===== src/rtl/tqsd_pkg.sv =====
`timescale 1ns/1ps
package tqsd_pkg;

    localparam int NDIR  = 4;
    localparam int NCOL  = 3;
    localparam int NCH   = NDIR * NCOL;
    localparam int CH_W  = $clog2(NCH);
    localparam int COL_W = 2;

    typedef enum logic [2:0] {
        OP_IDLE      = 3'd0,
        OP_TRIG_ONE  = 3'd1,
        OP_TRIG_TWO  = 3'd2,
        OP_SLEEP     = 3'd3,
        OP_RECV_SEND = 3'd4
    } op_e;

    function automatic logic chan_valid(input logic [CH_W-1:0] c);
        return c < CH_W'(NCH);
    endfunction

    function automatic logic chan_ready(input logic [NCH-1:0] full,
                                        input logic [CH_W-1:0] c);
        return chan_valid(c) && full[c];
    endfunction

endpackage


===== src/rtl/tqsd_chan_slots.sv =====
`timescale 1ns/1ps
module tqsd_chan_slots import tqsd_pkg::*; #(
    parameter int DW = 32
) (
    input  logic                  clk,
    input  logic                  rst_n,
    input  logic [NDIR-1:0]       in_vld,
    input  logic [NDIR*COL_W-1:0] in_col,
    input  logic [NDIR*DW-1:0]    in_data,
    output logic [NDIR-1:0]       in_rdy,
    input  logic                  pop,
    input  logic [CH_W-1:0]       pop_chan,
    output logic [DW-1:0]         pop_data,
    output logic [NCH-1:0]        slot_full
);

    typedef struct packed {
        logic [NCH-1:0]         full;
        logic [NCH-1:0][DW-1:0] data;
    } slot_st_t;

    slot_st_t s_d, s_q;

    always_comb begin
        logic [COL_W-1:0] col;
        logic [CH_W-1:0]  idx;
        s_d = s_q;
        for (int d = 0; d < NDIR; d++) begin
            col = in_col[d*COL_W +: COL_W];
            idx = CH_W'(d * NCOL) + CH_W'(col);
            if (col < COL_W'(NCOL)) begin
                in_rdy[d] = !s_q.full[idx];
            end else begin
                in_rdy[d] = 1'b0;
            end
            if (in_vld[d] && in_rdy[d]) begin
                s_d.full[idx] = 1'b1;
                s_d.data[idx] = in_data[d*DW +: DW];
            end
        end
        if (pop && chan_valid(pop_chan)) begin
            s_d.full[pop_chan] = 1'b0;
        end
    end

    always_ff @(posedge clk) begin
        if (!rst_n) begin
            s_q <= '0;
        end else begin
            s_q <= s_d;
        end
    end

    assign pop_data  = chan_valid(pop_chan) ? s_q.data[pop_chan] : '0;
    assign slot_full = s_q.full;

    // a word is only taken from a slot that holds one
    a_r11_pop_needs_word: assert property (@(posedge clk) disable iff (!rst_n)
        pop |-> (chan_valid(pop_chan) && s_q.full[pop_chan]));

    // a taken word leaves its slot empty afterwards
    a_r10_pop_clears: assert property (@(posedge clk) disable iff (!rst_n)
        (pop && chan_valid(pop_chan)) |=> !s_q.full[$past(pop_chan)]);

endmodule


===== src/rtl/tqsd_trig_queue.sv =====
`timescale 1ns/1ps
module tqsd_trig_queue import tqsd_pkg::*; #(
    parameter int PC_W  = 12,
    parameter int DEPTH = 8
) (
    input  logic            clk,
    input  logic            rst_n,
    input  logic            reg_en,
    input  logic            reg_two,
    input  logic [PC_W-1:0] reg_tgt,
    input  logic [CH_W-1:0] reg_ca,
    input  logic [CH_W-1:0] reg_cb,
    input  logic [NCH-1:0]  slot_full,
    output logic            hit,
    output logic [PC_W-1:0] hit_tgt,
    output logic            overflow
);

    localparam int CNT_W = $clog2(DEPTH + 1);
    localparam int IDX_W = $clog2(DEPTH);

    typedef struct packed {
        logic            two;
        logic [PC_W-1:0] tgt;
        logic [CH_W-1:0] ca;
        logic [CH_W-1:0] cb;
    } ent_t;

    typedef struct packed {
        ent_t [DEPTH-1:0] ent;
        logic [CNT_W-1:0] cnt;
        logic             ovf;
    } tq_st_t;

    tq_st_t q_d, q_q;
    logic [DEPTH-1:0] ent_rdy;

    for (genvar i = 0; i < DEPTH; i++) begin : g_ent
        assign ent_rdy[i] = (CNT_W'(i) < q_q.cnt)
                          && chan_ready(slot_full, q_q.ent[i].ca)
                          && (!q_q.ent[i].two || chan_ready(slot_full, q_q.ent[i].cb));
    end

    always_comb begin
        hit     = 1'b0;
        hit_tgt = '0;
        for (int i = DEPTH - 1; i >= 0; i--) begin
            if (ent_rdy[i]) begin
                hit     = 1'b1;
                hit_tgt = q_q.ent[i].tgt;
            end
        end
    end

    always_comb begin
        q_d = q_q;
        if (reg_en) begin
            if (q_q.cnt < CNT_W'(DEPTH)) begin
                q_d.ent[q_q.cnt[IDX_W-1:0]].two = reg_two;
                q_d.ent[q_q.cnt[IDX_W-1:0]].tgt = reg_tgt;
                q_d.ent[q_q.cnt[IDX_W-1:0]].ca  = reg_ca;
                q_d.ent[q_q.cnt[IDX_W-1:0]].cb  = reg_cb;
                q_d.cnt = q_q.cnt + 1'b1;
            end else begin
                q_d.ovf = 1'b1;
            end
        end
    end

    always_ff @(posedge clk) begin
        if (!rst_n) begin
            q_q <= '0;
        end else begin
            q_q <= q_d;
        end
    end

    assign overflow = q_q.ovf;

    a_r9_count_bound: assert property (@(posedge clk) disable iff (!rst_n)
        q_q.cnt <= CNT_W'(DEPTH));

    a_r9_overflow_sticky: assert property (@(posedge clk) disable iff (!rst_n)
        q_q.ovf |=> q_q.ovf);

    a_r9_full_ignored: assert property (@(posedge clk) disable iff (!rst_n)
        (reg_en && q_q.cnt == CNT_W'(DEPTH)) |=> (q_q.cnt == CNT_W'(DEPTH) && q_q.ovf));

    a_r3_entry_added: assert property (@(posedge clk) disable iff (!rst_n)
        (reg_en && q_q.cnt < CNT_W'(DEPTH)) |=> q_q.cnt == $past(q_q.cnt) + 1'b1);

    // firing never removes entries
    a_r8_entries_kept: assert property (@(posedge clk) disable iff (!rst_n)
        !reg_en |=> $stable(q_q.cnt));

endmodule


===== src/rtl/trig_sleep_dispatch.sv =====
`timescale 1ns/1ps
module trig_sleep_dispatch import tqsd_pkg::*; #(
    parameter int DW     = 32,
    parameter int PC_W   = 12,
    parameter int QDEPTH = 8,
    parameter int REG_AW = 4
) (
    input  logic                  clk,
    input  logic                  rst_n,
    input  logic                  op_valid,
    input  logic [2:0]            op_code,
    input  logic [PC_W-1:0]       op_target,
    input  logic [CH_W-1:0]       op_src_chan,
    input  logic [CH_W-1:0]       op_aux_chan,
    input  logic [REG_AW-1:0]     op_reg,
    input  logic [NDIR-1:0]       in_vld,
    input  logic [NDIR*COL_W-1:0] in_col,
    input  logic [NDIR*DW-1:0]    in_data,
    output logic [NDIR-1:0]       in_rdy,
    input  logic [NCH-1:0]        tx_full,
    output logic                  tx_vld,
    output logic [CH_W-1:0]       tx_chan,
    output logic [DW-1:0]         tx_data,
    output logic                  rf_we,
    output logic [REG_AW-1:0]     rf_addr,
    output logic [DW-1:0]         rf_data,
    output logic [PC_W-1:0]       pc,
    output logic                  stall,
    output logic                  trig_overflow
);

    typedef struct packed {
        logic [PC_W-1:0] pc;
    } core_st_t;

    core_st_t c_d, c_q;
    op_e      op;
    logic     is_trig, is_sleep, is_rs;
    logic     rs_go;
    logic     tq_hit;
    logic [PC_W-1:0] tq_hit_tgt;
    logic [NCH-1:0]  slot_full;
    logic [DW-1:0]   slot_word;

    assign op       = op_e'(op_code);
    assign is_trig  = op_valid && (op == OP_TRIG_ONE || op == OP_TRIG_TWO);
    assign is_sleep = op_valid && (op == OP_SLEEP);
    assign is_rs    = op_valid && (op == OP_RECV_SEND);
    assign rs_go    = is_rs
                   && chan_ready(slot_full, op_src_chan)
                   && chan_valid(op_aux_chan)
                   && !tx_full[op_aux_chan];

    tqsd_chan_slots #(.DW(DW)) u_slots (
        .clk       (clk),
        .rst_n     (rst_n),
        .in_vld    (in_vld),
        .in_col    (in_col),
        .in_data   (in_data),
        .in_rdy    (in_rdy),
        .pop       (rs_go),
        .pop_chan  (op_src_chan),
        .pop_data  (slot_word),
        .slot_full (slot_full)
    );

    tqsd_trig_queue #(.PC_W(PC_W), .DEPTH(QDEPTH)) u_queue (
        .clk       (clk),
        .rst_n     (rst_n),
        .reg_en    (is_trig),
        .reg_two   (op == OP_TRIG_TWO),
        .reg_tgt   (op_target),
        .reg_ca    (op_src_chan),
        .reg_cb    (op_aux_chan),
        .slot_full (slot_full),
        .hit       (tq_hit),
        .hit_tgt   (tq_hit_tgt),
        .overflow  (trig_overflow)
    );

    always_comb begin
        c_d = c_q;
        if (op_valid) begin
            unique case (op)
                OP_IDLE, OP_TRIG_ONE, OP_TRIG_TWO: c_d.pc = c_q.pc + 1'b1;
                OP_SLEEP:     if (tq_hit) c_d.pc = tq_hit_tgt;
                OP_RECV_SEND: if (rs_go)  c_d.pc = c_q.pc + 1'b1;
                default:      c_d.pc = c_q.pc;
            endcase
        end
    end

    always_ff @(posedge clk) begin
        if (!rst_n) begin
            c_q <= '0;
        end else begin
            c_q <= c_d;
        end
    end

    assign pc      = c_q.pc;
    assign stall   = (is_sleep && !tq_hit) || (is_rs && !rs_go);
    assign rf_we   = rs_go;
    assign rf_addr = op_reg;
    assign rf_data = slot_word;
    assign tx_vld  = rs_go;
    assign tx_chan = op_aux_chan;
    assign tx_data = slot_word;

    a_r5_sleep_hold: assert property (@(posedge clk) disable iff (!rst_n)
        (is_sleep && !tq_hit) |=> $stable(pc));

    a_r6_wake_target: assert property (@(posedge clk) disable iff (!rst_n)
        (is_sleep && tq_hit) |=> pc == $past(tq_hit_tgt));

    a_r11_stall_quiet: assert property (@(posedge clk) disable iff (!rst_n)
        stall |-> (!rf_we && !tx_vld));

    a_r10_dst_room: assert property (@(posedge clk) disable iff (!rst_n)
        tx_vld |-> (chan_valid(tx_chan) && !tx_full[tx_chan]));

    a_r12_no_op_hold: assert property (@(posedge clk) disable iff (!rst_n)
        !op_valid |=> $stable(pc));

endmodule


===== config.mk =====
export PLATFORM = sky130hd
export DESIGN_NAME = trig_sleep_dispatch
export DESIGN_NICKNAME = d
export VERILOG_FILES = /design/src/rtl/tqsd_pkg.sv /design/src/rtl/tqsd_chan_slots.sv /design/src/rtl/tqsd_trig_queue.sv /design/src/rtl/trig_sleep_dispatch.sv
export SDC_FILE = /design/constraint.sdc
export NUM_CORES = 2
export LEC_CHECK = 0
export BUFFER_PORTS_ARGS = -buffer_cell sky130_fd_sc_hd__buf_2
export CAP_MARGIN = 20
export CORE_ASPECT_RATIO = 1.2
export CORE_MARGIN = 4
export CORE_UTILIZATION = 50
export CTS_BUF_LIST = sky130_fd_sc_hd__clkbuf_4
export DETAILED_ROUTE_END_ITERATION = 8
export PLACE_DENSITY = 0.72
export REMOVE_ABC_BUFFERS = 1
export SLEW_MARGIN = 0
export SYNTH_ARGS = -nofsm -noshare
export SYNTH_HDL_FRONTEND = slang
export SYNTH_HIERARCHICAL = 1
export SYNTH_SLANG_ARGS = --single-unit

===== constraint.sdc =====
create_clock -name clk -period 4.5 [get_ports clk]
set_input_delay 0.45 -clock clk [delete_from_list [all_inputs] [get_ports clk]]
set_output_delay 0.45 -clock clk [all_outputs]
set_load 0.05 [all_outputs]

# Word level (Yosys, flattened, before mapping)
# Index checks and enable logic that the tools add are counted.
[classes]
n_addsub = 5
multipliers = 0
div_mod_pow = 0
magnitude_cmp = 60
n_eq_ne = 6
shifts = 0
muxes = 109
bitwise_logic = 7
n_reduce_logical = 83
[ops]
columns = ["cell", "n"]
rows = [
  ["$mux 396", 4],
  ["$bwmux 384", 4],
  ["$bwmux 168", 4],
  ["$demux 32 s4", 3],
  ["$demux 21 s3", 4],
  ["$mux 32", 6],
  ["$mux 12", 11],
  ["$bmux 32 s4", 1],
  ["$lt 4x5->1 const B", 21],
  ["$bmux 1 s4", 21],
  ["$lt 4x4->1 const B", 19],
  ["$demux 32 s2", 1],
  ["$logic_and 1x1->1", 52],
  ["$mux 1", 39],
  ["$or 12x12->12", 3],
  ["$pmux 12 s3", 1],
  ["$mux 21", 1],
  ["$mux 20", 1],
  ["$demux 1 s4", 4],
  ["$ge 4x1->1 const B", 4],
  ["$lt 3x4->1 const A", 4],
  ["$logic_not 1->1", 15],
  ["$add 12x1->12 const B", 1],
  ["$and 12x12->12", 1],
  ["other kinds (28)", 45],
]
[totals]
ff_bits = 581
latch_bits = 0
mem_bits_rw = 0
rom_bits = 0
elab_cells = 318
mem_count = 0

# Depth between registers and ports, before layout
[logic_depth]
word_depth = 16
depth_mapped = 16
ltp_nobuf = 14

# Modules after synthesis
# The synthesis kept the hierarchy.
[modules_own_cells]
columns = ["mod", "instances", "cells_each", "area_each_um2"]
rows = [
  ["tqsd_chan_slots", 1, 2040, 19762.7],
  ["tqsd_trig_queue", 1, 1025, 9101.2],
  ["trig_sleep_dispatch", 1, 213, 1530.2],
]

# Worst setup path before layout
# Ideal clock, no wire load.
[synth_timing]
path_type = "input to output"
startpoint = "input op_src_chan[3]"
endpoint = "output tx_data[10]"
arrival_ns = 2.936
t_required_ns = 4.050
setup_slack_ns = 1.114
cell_stages = 5
path_buffers = 3
cell_sequence = "clkbuf_1 clkbuf_1 mux2i_1 o21ai_0 buf_4"
[synth_between]
elab_chain_len = 3
elab_cells_between_ends = 4
cone_classes = "order compare (1); mux (3)"
[synth_rtl]
columns = ["item", "line", "rtl"]
rows = [
  ["from (decl)", "trig_sleep_dispatch.sv:13", "input logic [CH_W-1:0] op_src_chan,"],
  ["$bmux 32 s4", "tqsd_chan_slots.sv:54", "assign pop_data = chan_valid(pop_chan) ? s_q.data[pop_chan] : '0;"],
  ["$mux 32 (not written as such)", "tqsd_chan_slots.sv:54", ""],
  ["$mux 32 (*)", "tqsd_chan_slots.sv:54", ""],
  ["to (decl)", "trig_sleep_dispatch.sv:23", "output logic [DW-1:0] tx_data,"],
]
# Mark *: on every way between the ends. The rest lies on a longest branch, timed or not. The select of a mux whose other input is x is not followed.

# Final worst setup path
[layout_timing]
startpoint = "register u_slots.s_q, in the netlist u_slots/slot_full[6]"
endpoint = "output in_rdy[1]"
[layout_between]
elab_chain_len = 4
[layout_rtl]
columns = ["item", "line", "rtl"]
rows = [
  ["from (decl)", "tqsd_chan_slots.sv:22", "slot_st_t s_d, s_q;"],
  ["from (signal assigned)", "tqsd_chan_slots.sv:48", "s_q <= '0;"],
  ["from (signal assigned)", "tqsd_chan_slots.sv:50", "s_q <= s_d;"],
  ["$bmux 1 s4", "tqsd_chan_slots.sv:32", "in_rdy[d] = !s_q.full[idx];"],
  ["$mux 1 (not written as such)", "tqsd_chan_slots.sv:32", ""],
  ["$logic_not 1->1", "tqsd_chan_slots.sv:32", ""],
  ["$mux 1", "tqsd_chan_slots.sv:31", "if (col < COL_W'(NCOL)) begin"],
  ["to (decl)", "trig_sleep_dispatch.sv:19", "output logic [NDIR-1:0] in_rdy,"],
]
# No other way between the ends. The select of a mux whose other input is x is not followed.

==> impl_metrics.py <==
metrics = {
    "flow_run": {
        "cap_violations": 0,
    },
    "sta": {
        "relSlewSlack_pct": 23.2,
        "tightest_slew_ns": 1.15,
        "min_period_ns": 4.32,
        "period_share_pct": 96.0,
        "rsz0062_at_grt": "false",
        "hold_viol_final": 0,
        "drv_slew": 0,
        "finClkSkew_ns": 0.0771,
        "tns_ns": 0,
        "max_freq_mhz": 232,
        "setup_viol": 0,
    },
    "floorplan": {
        "num_rows": 98,
        "ios": 274,
        "die_width_um": 233,
        "start_util_pct": 50.8,
        "die_y_um": 278,
        "dieArea_um2": 64800,
        "core_um2": 59800,
    },
    "clock_network": {
        "insertion_delay_ns": 1.01,
        "cts_tree": "done",
        "post-cts-setup-buffer-count": 0,
        "clock_sinks": 581,
        "htreeDepth": 4,
        "cts.clk_slew.worst_paths_ns": 0.07,
        "clock_path_buffers": 3,
        "clockRootBuffer": "clkbuf_4",
        "cts_buffers": 154,
    },
    "drt": {
        "dr.pass1.iters": 6,
        "post_drt_wl_per_cell_um": 21.6,
        "viasPerCell": 5.92,
        "num_vias": 26779,
        "antenna_left": 0,
        "route.detailed.drc": 0,
        "routed_wl_um": 97700,
        "drt_iter0_drc": 2648,
    },
    "layout": {
        "multi_input_area_um2": 17000,
        "seqCellArea_um2": 11600,
        "area_growth_pct": 16.9,
        "finalNetCount": 3808,
        "nFillCells": 5220,
        "fin_cells": 4522,
        "utilization_pct": 59.4,
        "drive_gt1_share_pct": 21.7,
    },
    "critical_path": {
        "crit_arrival_ns": 3.87,
        "start_kind": "flop",
        "timing_worst_setup_path_type": "flop to primary output",
        "r2r_start": "u_slots/slot_full[2]$_SDFF_PN0_",
        "critPathSlowestCell": "a222oi_1",
        "r2r_end": "pc[8]$_SDFFE_PN0P_",
        "r2r_cells": 12,
        "rrSetupSlack_ns": 0.75,
        "slowest_delay_ns": 0.67,
        "cp_cell_sequence": "buf_4 > mux2_1 > a222oi_1 > buf_4 > nand2_1 > nor2_1 > buf_2",
        "endpoint_kind": "primary output",
        "crit_path_frequent_cell": "buf_4",
        "crit_path_max_fanout": 19,
        "worstPathRequired_ns": 4.05,
    },
    "place": {
        "dpl.hpwl_um": 59300,
        "io_buffers": 265,
        "gp_congestion": 0.902,
        "place_inst": 4060,
    },
    "yosys": {
        "syn_area_per_cell_um2": 9.27,
        "synth_seq_cells": 581,
        "async_flop_share_pct": 0,
        "netlist_area_um2": 30400,
        "ys_types": 78,
        "yosysSeqAreaShare_pct": 38.3,
        "yosysTopAreaCellShare_pct": 38.3,
        "synth_top_cell_by_area": "dfxtp_1",
        "ys.flop_type": "dfxtp_1",
        "synth_area_leaders": "dfxtp_1 (38%), nand2_1 (11%), mux4_2 (10%), mux2i_1 (9.2%), a21boi_0 (7.0%)",
        "syn_inst": 3278,
        "ys_warn_count": 6,
        "synth_edf_count": 0,
    },
    "grt": {
        "grt_pass1_wl_um": 149000,
        "grt_usage_pct": 29.1,
        "grt_max_degree": 152,
        "overflow": 0,
        "grt_pass1_vias": 26136,
        "grt_antenna_before_repair": 19,
    },
    "worst_hold_path": {
        "holdPathEnd": "u_slots/s_q[361]$_SDFF_PN0_",
        "hold_start": "in_vld[3]",
        "min_path_type": "input pin to flop",
        "hold_depth": 5,
    },
    "run_status": {
        "status": "finished clean",
    },
    "power": {
        "powerDensity_nw_per_um2": 326,
        "vdd_drop_max_mv": 0.306,
        "leakagePower_nw": 14.7,
    },
}
## power breakdown
part	internal (W)	switching, W
Combinational	0.000656	0.000919
Clock	0.00227	0.00227
Sequential	0.00531	0.000132
## kinds of logic (layout without fill, tap and decap cells)
logic type | after synthesis | after routing | share of synthesized area, %
buf+inv | 369 | 797 | 6.22
flops | 581 | 581 | 38.3
compound gates | 656 | 656 | 16.4
other cells | 0 | 16 | 0
fa+ha+maj | 14 | 14 | 0.576
xor+xnor | 4 | 4 | 0.115
mux | 467 | 467 | 21.7
simple gates | 1187 | 1187 | 16.8
## worst max-delay path by stage
stage	start	to	slack, ns	cells past startpoint
finish	u_slots/slot_full[6]$_SDFF_PN0_	in_rdy[1]	0.18	7
global route	u_slots/slot_full[2]$_SDFF_PN0_	stall	0.007	10
CTS	u_slots/slot_full[5]$_SDFF_PN0_	stall	0.009	10
detailed placement	u_slots/slot_full[7]$_SDFF_PN0_	pc[8]$_SDFFE_PN0P_	0.47	12
global placement	u_slots/slot_full[7]$_SDFF_PN0_	pc[8]$_SDFFE_PN0P_	0.53	12
floorplan	in_col[1]	u_slots/s_q[0]$_SDFF_PN0_	-1.64	4
## layout by cell type (no fill, tap or decap), types with 10 or more instances in the layout
cell / count
a211oi_1: 32
a21boi_0: 282
a21boi_1: 16
a21oi_1: 27
a22oi_1: 12
a31oi_1: 23
and4_1: 33
buf_2: 261
buf_4: 58
clkbuf_4: 216
clkinv_1: 16
dfxtp_1: 570
dfxtp_2: 10
diode_2: 16
dlygate4sd3_1: 196
ha_1: 14
inv_1: 21
mux2_2: 42
mux2i_1: 278
mux4_2: 137
nand2_1: 908
nand3_1: 14
nand3b_1: 13
nor2_1: 99
nor3_1: 17
o2111ai_1: 12
o211a_1: 99
o21ai_0: 84
o22ai_1: 11
or3_1: 19
## registers in the layout, summed over array words and instances, names as in the netlist
signal	cells
pc	12
u_queue/overflow	1
u_queue/q_q	172
u_slots/s_q	384
u_slots/slot_full	12
## metrics by stage
stage	power, W	hold slack [ns]	instance area, um2	setup slack (ns)
3_5_place_dp	0.00697	0.446	31700	0.470
6_report	0.0116	0.180	35500	0.181
3_3_place_gp	0.00695	0.439	31700	0.528
5_1_grt	0.0120	0.158	35500	0.00738
4_1_cts	0.0116	0.0537	35500	0.00943
2_1_floorplan	0.00633	0.432	28600	-1.64
## synthesized netlist by cell type, types with 13 or more instances
master      n
a21boi_1   16
and4_1     33
a31oi_1    23
a211oi_1   33
a21boi_0  282
mux4_2    137
a21oi_1    27
o21ai_0    84
buf_6      13
inv_1      21
or3_1      20
ha_1       14
buf_4      79
buf_2      39
o211a_1   100
clkbuf_1  200
nand2_1   908
mux2_2     42
dfxtp_1   581
nor2_1     99
nand3_1    16
mux2i_1   278
nor3_1     22
nand3b_1   13
## per-layer routing
metal | global-route usage [%] | wire [um] | up-vias
li1 | - | - | 12307
met1 | 35.9 | 38400 | 12921
met2 | 49.0 | 47800 | 1289
met3 | 6.67 | 7970 | 252
met4 | 12.4 | 3540 | 10
met5 | 0 | 49 | -
## area by class of cell
| class | instances | area share, % |
|---|---|---|
| multi-input cells | 2328 | 47.9 |
| diodes | 16 | 0.113 |
| inverters | 21 | 0.222 |
| repair buffers | 526 | 11.0 |
| well taps | 800 | 2.82 |
| clock inverters | 34 | 0.592 |
| flip-flops and latches | 581 | 32.8 |
| clock buffers | 216 | 4.56 |
## what timing repair did
| item | 4_1_cts | 5_1_grt |
|---|---|---|
| hold buffers | 196 | 0 |
| gates cloned | 0 | 0 |
| gates resized for setup | 8 | 6 |
| setup endpoints to repair | 3 | 2 |
| hold endpoints to repair | 552 | 0 |
## worst max-delay path, delay by kind of cell (launching register included)
kind / cells / cell delay [ns]
AOI/OAI and AO/OA: 1 / 0.67
buffers and inverters: 3 / 0.98
DFF: 1 / 0.41
and+or+nand+nor: 2 / 0.49
muxes: 1 / 0.31
Note: power is estimated with default switching activity, not from simulation.
